**config.mk**
```make
export PLATFORM = sky130hd
export DESIGN_NAME = ccg_top
export DESIGN_NICKNAME = d
export VERILOG_FILES = /design/src/rtl/ccg_pkg.sv /design/src/rtl/ccg_flag_calc.sv /design/src/rtl/ccg_mask_merge.sv /design/src/rtl/ccg_top.sv
export SDC_FILE = /design/constraint.sdc
export NUM_CORES = 1
export LEC_CHECK = 0
export BUFFER_PORTS_ARGS = -buffer_cell sky130_fd_sc_hd__buf_2
export CELL_PAD_IN_SITES_DETAIL_PLACEMENT = 0
export CELL_PAD_IN_SITES_GLOBAL_PLACEMENT = 1
export CORE_MARGIN = 4
export CORE_UTILIZATION = 18
export DETAILED_ROUTE_END_ITERATION = 12
export HOLD_SLACK_MARGIN = 0.03
export PLACE_DENSITY_LB_ADDON = 0.1
export SYNTH_ARGS = -nofsm -noshare
export SYNTH_HDL_FRONTEND = slang
export SYNTH_SLANG_ARGS = --single-unit
```
**constraint.sdc**
```tcl
create_clock -name clk -period 2.6 [get_ports clk]
set_clock_uncertainty 0.15 [all_clocks]
set_input_delay 0.13 -clock clk [delete_from_list [all_inputs] [get_ports clk]]
set_output_delay 0.13 -clock clk [all_outputs]
set_load 0.02 [all_outputs]
```
**src/rtl/ccg_pkg.sv**
```systemverilog
package ccg_pkg;

    localparam int NARROW_W = 8;
    localparam int WIDE_W   = 16;
    localparam int CC_W     = 8;

    localparam int POS_C = 0;
    localparam int POS_V = 1;
    localparam int POS_Z = 2;
    localparam int POS_N = 3;
    localparam int POS_H = 5;

    typedef enum logic [1:0] {
        OPC_ARITH = 2'd0,
        OPC_INC   = 2'd1,
        OPC_DEC   = 2'd2,
        OPC_LOGIC = 2'd3
    } opc_e;

    // Flag set ordered to match the update mask: {h,n,z,v,c}
    typedef struct packed {
        logic h;
        logic n;
        logic z;
        logic v;
        logic c;
    } flagset_t;

    localparam int FLAG_N = $bits(flagset_t);

    function automatic flagset_t cc_unpack(input logic [CC_W-1:0] cc);
        flagset_t f;
        f.h = cc[POS_H];
        f.n = cc[POS_N];
        f.z = cc[POS_Z];
        f.v = cc[POS_V];
        f.c = cc[POS_C];
        return f;
    endfunction

    function automatic logic [CC_W-1:0] cc_pack(input flagset_t f,
                                                input logic [CC_W-1:0] base);
        logic [CC_W-1:0] cc;
        cc        = base;
        cc[POS_H] = f.h;
        cc[POS_N] = f.n;
        cc[POS_Z] = f.z;
        cc[POS_V] = f.v;
        cc[POS_C] = f.c;
        return cc;
    endfunction

endpackage

```
**src/rtl/ccg_flag_calc.sv**
```systemverilog
module ccg_flag_calc
    import ccg_pkg::*;
#(
    parameter int NW = NARROW_W,
    parameter int WW = WIDE_W
) (
    input  opc_e            opc,
    input  logic            wide,
    input  logic [WW-1:0]   a,
    input  logic [WW-1:0]   b,
    input  logic [WW:0]     r,
    input  flagset_t        prev,
    output flagset_t        cand
);
    localparam int HALF_BIT = NW / 2;
    localparam logic [NW-1:0] N_MIN = {1'b1, {(NW-1){1'b0}}};
    localparam logic [NW-1:0] N_MAX = {1'b0, {(NW-1){1'b1}}};
    localparam logic [WW-1:0] W_MIN = {1'b1, {(WW-1){1'b0}}};
    localparam logic [WW-1:0] W_MAX = {1'b0, {(WW-1){1'b1}}};

    logic [WW-1:0] sum_x;
    logic [WW-1:0] ovf_x;
    logic          sign_bit;
    logic          is_zero;
    logic          arith_v;
    logic          arith_c;
    logic          arith_h;
    logic          at_min;
    logic          at_max;

    always_comb begin
        sum_x    = a ^ b ^ r[WW-1:0];
        ovf_x    = sum_x ^ r[WW:1];
        sign_bit = wide ? r[WW-1] : r[NW-1];
        is_zero  = wide ? (r[WW-1:0] == '0) : (r[NW-1:0] == '0);
        arith_v  = wide ? ovf_x[WW-1] : ovf_x[NW-1];
        arith_c  = wide ? r[WW] : r[NW];
        arith_h  = sum_x[HALF_BIT];
        at_min   = wide ? (r[WW-1:0] == W_MIN) : (r[NW-1:0] == N_MIN);
        at_max   = wide ? (r[WW-1:0] == W_MAX) : (r[NW-1:0] == N_MAX);
    end

    always_comb begin
        cand   = prev;
        cand.n = sign_bit;
        cand.z = is_zero;
        unique case (opc)
            OPC_ARITH: begin
                cand.v = arith_v;
                cand.c = arith_c;
                cand.h = arith_h;
            end
            OPC_INC:   cand.v = at_min;
            OPC_DEC:   cand.v = at_max;
            OPC_LOGIC: cand.v = 1'b0;
            default:   cand.v = prev.v;
        endcase
    end

endmodule

```
**src/rtl/ccg_mask_merge.sv**
```systemverilog
module ccg_mask_merge
    import ccg_pkg::*;
(
    input  flagset_t              prev,
    input  flagset_t              cand,
    input  logic [FLAG_N-1:0]     mask,
    output flagset_t              merged
);
    logic [FLAG_N-1:0] prev_v;
    logic [FLAG_N-1:0] cand_v;
    logic [FLAG_N-1:0] out_v;

    assign prev_v = prev;
    assign cand_v = cand;

    for (genvar i = 0; i < FLAG_N; i++) begin : g_bit
        assign out_v[i] = mask[i] ? cand_v[i] : prev_v[i];
    end

    assign merged = flagset_t'(out_v);

endmodule

```
**src/rtl/ccg_top.sv**
```systemverilog
module ccg_top
    import ccg_pkg::*;
#(
    parameter int NW = NARROW_W,
    parameter int WW = WIDE_W
) (
    input  logic              clk,
    input  logic              rst,
    input  logic              upd_en,
    input  logic [1:0]        op_sel,
    input  logic              wide,
    input  logic [WW-1:0]     opnd_a,
    input  logic [WW-1:0]     opnd_b,
    input  logic [WW:0]       raw_res,
    input  logic [FLAG_N-1:0] upd_mask,
    output logic [CC_W-1:0]   cc_out,
    output logic              signed_lt
);
    logic [CC_W-1:0] cc_q;
    flagset_t        prev_f;
    flagset_t        cand_f;
    flagset_t        next_f;

    assign prev_f = cc_unpack(cc_q);

    ccg_flag_calc #(.NW(NW), .WW(WW)) i_calc (
        .opc  (opc_e'(op_sel)),
        .wide (wide),
        .a    (opnd_a),
        .b    (opnd_b),
        .r    (raw_res),
        .prev (prev_f),
        .cand (cand_f)
    );

    ccg_mask_merge i_merge (
        .prev   (prev_f),
        .cand   (cand_f),
        .mask   (upd_mask),
        .merged (next_f)
    );

    always_ff @(posedge clk) begin
        if (rst) begin
            cc_q <= '0;
        end else if (upd_en) begin
            cc_q <= cc_pack(next_f, cc_q);
        end
    end

    assign cc_out    = cc_q;
    assign signed_lt = prev_f.n ^ prev_f.v;

endmodule

```
==> flow_metrics.tcl, run 1 <==
set metrics [dict create \
    clock_latency_ps 240 \
    synth_area_leader_cell "dfxtp_1" \
    finalHoldViolCount 0 \
    regArea_um2 100 \
    finish.instance_area_um2 751 \
    min_period_over_period 0.610 \
    finalSetupViolCount 0 \
    critical_path.max_stage_delay_ps 570 \
    largest_reg_flops 5 \
    cts_made_buffers 3 \
    drt_pass1_iterations 2 \
    yosysWarnings 0 \
    path_buf_inv 3 \
    fin_tns_setup_ps 0 \
    cts.sinks 5 \
    peakVddDrop_uv 219 \
    dieArea_um2 3570 \
    crit_chain "dlygate4sd3_1, buf_2, a21oi_1, a311oi_1, dlygate4sd3_1" \
    viasPerCell 4.23 \
    core_area_um2 2520 \
    ios 69 \
    holdCritStartpoint "upd_mask[0]" \
    layout.nets 170 \
    wl_mm 1.49 \
    synthDistinctLibCells 23 \
    cpMaxStageDelayCell "dlygate4sd3_1" \
    grt_max_degree 10 \
    multi_input_area_um2 348 \
    htree_num_levels 1 \
    max_cap_viol_count 0 \
    drive_above_1_share 0.413 \
    place_hpwl_mm 1.29 \
    cp_common_cell "dlygate4sd3_1" \
    powerDensity_nw_per_um2 354 \
    rrSetupSlack_ps 1170 \
    yosysSeqAreaShare 0.208 \
    fillCellCount 290 \
    cts_root_buffer "clkbuf_4" \
    worst_setup_path_end_kind "register" \
    ys_ff_latch 5 \
    hp-class "primary input to register" \
    p_leak_nw 0.338 \
    grt_pass1_vias 560 \
    die_h_um 59.7 \
    clk_pin_slew_ps 40 \
    dr_total_vias 588 \
    dpl_cell_area_um2 684 \
    crit_start "upd_mask[3]" \
    drc 0 \
    worstPathRequired_ps 2630 \
    cp.arrival_ps 1620 \
    max_freq_mhz 630 \
    globalplace.congestion 0.699 \
    grt-ovfl-total 0 \
    timing.rr.start "cc_out[3]$_SDFFE_PP0P_" \
    whs_ps 86.4 \
    wl_per_cell_um 10.7 \
    grt_antenna_before_repair 0 \
    fp.dieW_um 59.7 \
    crit_path_max_fanout 2 \
    grt_pass1_wl_mm 2.27 \
    worstSetupPathType "primary input to register" \
    startpoint_type "primary input" \
    crit_family "buffers and inverters" \
    final_max_slew_viol_count 0 \
    synth_area_leaders "dfxtp_1, xnor2_1, buf_4" \
    status "finished clean" \
    period_minus_slack_ps 1590 \
    placementRows 18 \
    numPortBuffers 39 \
    ant_nets 0 \
    rsz0062_at_grt "no" \
    placed_cells 131 \
    fin_cells 139 \
    synthToLayoutAreaGrowth_pct 55.8 \
    drtIter0Drc 10 \
    utilization 0.298 \
    track_usage 0.0835 \
    cts_tree "done" \
    antenna_cells 0 \
    avgSynthCellArea_um2 7.41 \
    syn-instance-count 65 \
    start_util 0.191 \
    cts_buffer_depth 2 \
    netlist_area_um2 482 \
    synth_top_area_frac 0.208 \
]
## where the power goes
part / leakage [nW] / internal (mW) / total (mW) / switching [mW]
Clock: 0.0150 / 0.0581 / 0.0904 / 0.0323
Sequential: 0.0407 / 0.0798 / 0.0821 / 0.00233
Combinational: 0.282 / 0.0453 / 0.0929 / 0.0476
## logic make-up after synthesis
family                 Yosys count  share of synthesized area
AND/OR/NAND/NOR                 30                      0.309
AO/OA/AOI/OAI                   13                      0.205
XOR/XNOR                         9                      0.164
buffers and inverters            6                     0.0857
flip-flops                       5                      0.208
multiplexers                     1                     0.0208
other                            1                    0.00778
## through the flow
step                      power (mW)  setup WS [ps]
after floorplan                0.134           1300
after global placement         0.173           1070
after detailed placement       0.173           1060
after CTS                      0.272           1010
after global routing           0.288            965
final                          0.265           1010
## tightest hold or removal path, delay by kind of cell
kind	cells	cell delay, ps
AO/OA/AOI/OAI	1	70
buffers and inverters	1	100
AND/OR/NAND/NOR	2	140
## metal layers
metal	vias up	wire (um)	global-route usage
li1	317	-	-
met1	248	700	0.113
met5	-	0	0
met3	0	93	0.0259
met2	23	692	0.130
met4	0	0	0.0190
## cell type report
class | count | share of cell area
multi-input combinational | 56 | 0.463
timing repair buffer | 43 | 0.313
sequential | 5 | 0.133
tap | 30 | 0.0500
clock buffer | 4 | 0.0350
inverter | 1 | 0.00500
## cells in the final DEF (no fill, tap or decap), types with 2 or more instances in the layout
| cell type | synthesis | final |
|---|---|---|
| nand2_1 | 8 | 8 |
| a21oi_1 | 6 | 6 |
| dfxtp_1 | 5 | 5 |
| dlygate4sd3_1 | 0 | 4 |
| nand3_1 | 3 | 3 |
| xor2_1 | 3 | 3 |
| xnor2_1 | 6 | 6 |
| nand4_1 | 3 | 3 |
| conb_1 | 1 | 3 |
| clkbuf_4 | 0 | 3 |
| nor2_1 | 9 | 9 |
| buf_2 | 0 | 39 |
| nand4b_1 | 2 | 2 |
| nor3_1 | 3 | 3 |
## synth_stat cells
| master | n |
|---|---|
| inv_1 | 1 |
| o32ai_1 | 1 |
| o41ai_2 | 1 |
| xnor2_1 | 6 |
| xor2_1 | 3 |
| dfxtp_1 | 5 |
| buf_4 | 5 |
| nand2_1 | 8 |
| nor3_1 | 3 |
| a2111oi_2 | 1 |
| nor2_1 | 9 |
| a211oi_1 | 1 |
| o21ai_1 | 1 |
| nor4_1 | 1 |
| nand3_1 | 3 |
| nand4b_1 | 2 |
| nand4_1 | 3 |
| a21oi_1 | 6 |
| a311oi_1 | 1 |
| nor4_2 | 1 |
| o21a_1 | 1 |
| mux2i_1 | 1 |
| conb_1 | 1 |
## worst paths after layout
path / to / depth (start not counted)
worst max-delay path: cc_out[3]$_SDFFE_PP0P_ / 5
worst min register to register: cc_out[2]$_SDFFE_PP0P_ / 2
worst min-delay path: cc_out[0]$_SDFFE_PP0P_ / 4
worst max register to register: cc_out[3]$_SDFFE_PP0P_ / 3
## what timing repair did
action | CTS | global route
gates resized for setup | 0 | 0
endpoints found under the hold margin | 5 | 0
hold buffers | 4 | 0
buffers inserted | 0 | 0
(Power assumes the default switching activity.)
==> run 2: changes to the inputs <==
Settings changed: CORE_UTILIZATION 18 to 17.
Clock period 2.6 ns to 1.65 ns, I/O delays scaled along.
==> flow_metrics.tcl, run 2 (same netlist as run 1, synthesis figures left out) <==
set metrics [dict create \
    drt_pass1_iterations 3 \
    final_cell_mix "buf_2, nor2_1, nand2_1" \
    grt-ovfl-total 0 \
    viasPerCell 4.27 \
    drive_above_1_share 0.409 \
    synthToLayoutAreaGrowth_pct 58.2 \
    cp_common_cell "dlygate4sd3_1" \
    clk_pin_slew_ps 40 \
    fin_tns_setup_ps 0 \
    max_freq_mhz 643 \
    utilization 0.279 \
    finalHoldViolCount 0 \
    core_area_um2 2730 \
    worstPathRequired_ps 1680 \
    worstSetupPathType "primary input to register" \
    placementRows 19 \
    grt_use_met1 0.0960 \
    htree_num_levels 1 \
    cts.sinks 5 \
    critical_path.max_stage_delay_ps 580 \
    post_cts_resized 0 \
    path_buf_inv 3 \
    clock_latency_ps 240 \
    track_usage 0.0805 \
    ios 69 \
    numPortBuffers 39 \
    grt_pass1_vias 566 \
    drc 0 \
    wl_mm 1.51 \
    p_leak_nw 0.342 \
    max_cap_viol_count 0 \
    grt_pass1_wl_mm 2.27 \
    crit_path_max_fanout 2 \
    grt_max_degree 10 \
    worst_setup_path_end_kind "register" \
    peakVddDrop_uv 344 \
    powerDensity_nw_per_um2 552 \
    status "finished clean" \
    largest_reg_flops 5 \
    cts_root_buffer "clkbuf_4" \
    rsz0062_at_grt "no" \
    start_util 0.176 \
    fp.dieW_um 61.2 \
    cts_buffer_depth 2 \
    dieArea_um2 3750 \
    dr_total_vias 602 \
    final_max_slew_viol_count 0 \
    busiest_layer "met2" \
    grtUsageMet2 0.140 \
    ant_nets 0 \
    cts_made_buffers 3 \
    antenna_cells 0 \
    use_met3 0.0314 \
    wl_per_cell_um 10.7 \
    startpoint_type "primary input" \
    finalSetupViolCount 0 \
    globalplace.congestion 0.743 \
    crit_chain "dlygate4sd3_1, buf_2, a21oi_1, a311oi_1, dlygate4sd3_1" \
    die_h_um 61.2 \
    cts_tree "done" \
    hp-class "primary input to register" \
    cpMaxStageDelayCell "dlygate4sd3_1" \
    final_common_cell "buf_2" \
    period_minus_slack_ps 1560 \
    cp.arrival_ps 1590 \
    drtIter0Drc 7 \
    min_period_over_period 0.943 \
    crit_family "buffers and inverters" \
    grt_antenna_before_repair 0 \
    layout.nets 171 \
]
[run 2: cell types whose count changed in the layout (fill, tap and decap cells not counted)]
| cell | previous run | this run |
|---|---|---|
| dlygate4sd3_1 | 4 | 5 |
[run 2: metal layers]
| metal | vias to the layer above | wire length [um] |
|---|---|---|
| met5 | - | 0 |
| met4 | 0 | 0 |
| met3 | 0 | 131 |
| met2 | 21 | 727 |
| met1 | 261 | 648 |
| li1 | 320 | - |
[run 2: worst paths after layout]
path	from	endpoint	slack (ps)	depth (start not counted)
min	upd_en	cc_out[2]$_SDFFE_PP0P_	40	3
max reg2reg	cc_out[3]$_SDFFE_PP0P_	cc_out[3]$_SDFFE_PP0P_	210	3
min reg2reg	cc_out[2]$_SDFFE_PP0P_	cc_out[2]$_SDFFE_PP0P_	300	2
max	upd_mask[3]	cc_out[3]$_SDFFE_PP0P_	90	5
[run 2: worst register-to-register path, delay by kind of cell, from the launching register on]
family / cells / cell delay [ps]
AO/OA/AOI/OAI: 2 / 290
buffers and inverters: 1 / 580
flip-flops: 1 / 360
[run 2: report_power, final]
| part | internal (mW) | total [mW] | switching, mW | leakage (nW) |
|---|---|---|---|---|
| Combinational | 0.0729 | 0.148 | 0.0754 | 0.287 |
| Clock | 0.0915 | 0.143 | 0.0514 | 0.0150 |
| Sequential | 0.126 | 0.129 | 0.00348 | 0.0407 |
| Total | 0.290 | 0.420 | 0.130 | 0.342 |
[run 2: repair_timing]
item	4_1_cts	5_1_grt
buffers inserted	0	0
hold buffers	5	0
hold endpoints to repair	5	0
[run 2: area by class of cell]
type | count | area (um^2)
repair buffers | 44 | 245
fillers | 317 | 1970
flip-flops and latches | 5 | 100
well taps | 31 | 38.8
inverters | 1 | 3.75
multi-input cells | 56 | 348
clock buffers | 4 | 26.3
[run 2: through the flow]
stage	worst slack [ps]	std cells	power [mW]	hold slack, ps	cell area, um^2
2_1_floorplan	393	67	0.211	1.36	489
3_3_place_gp	170	132	0.273	160	686
3_5_place_dp	161	132	0.272	166	686
4_1_cts	129	141	0.432	33.9	762
5_1_grt	55.8	141	0.460	52.0	762
6_report	94.7	141	0.420	40.9	762
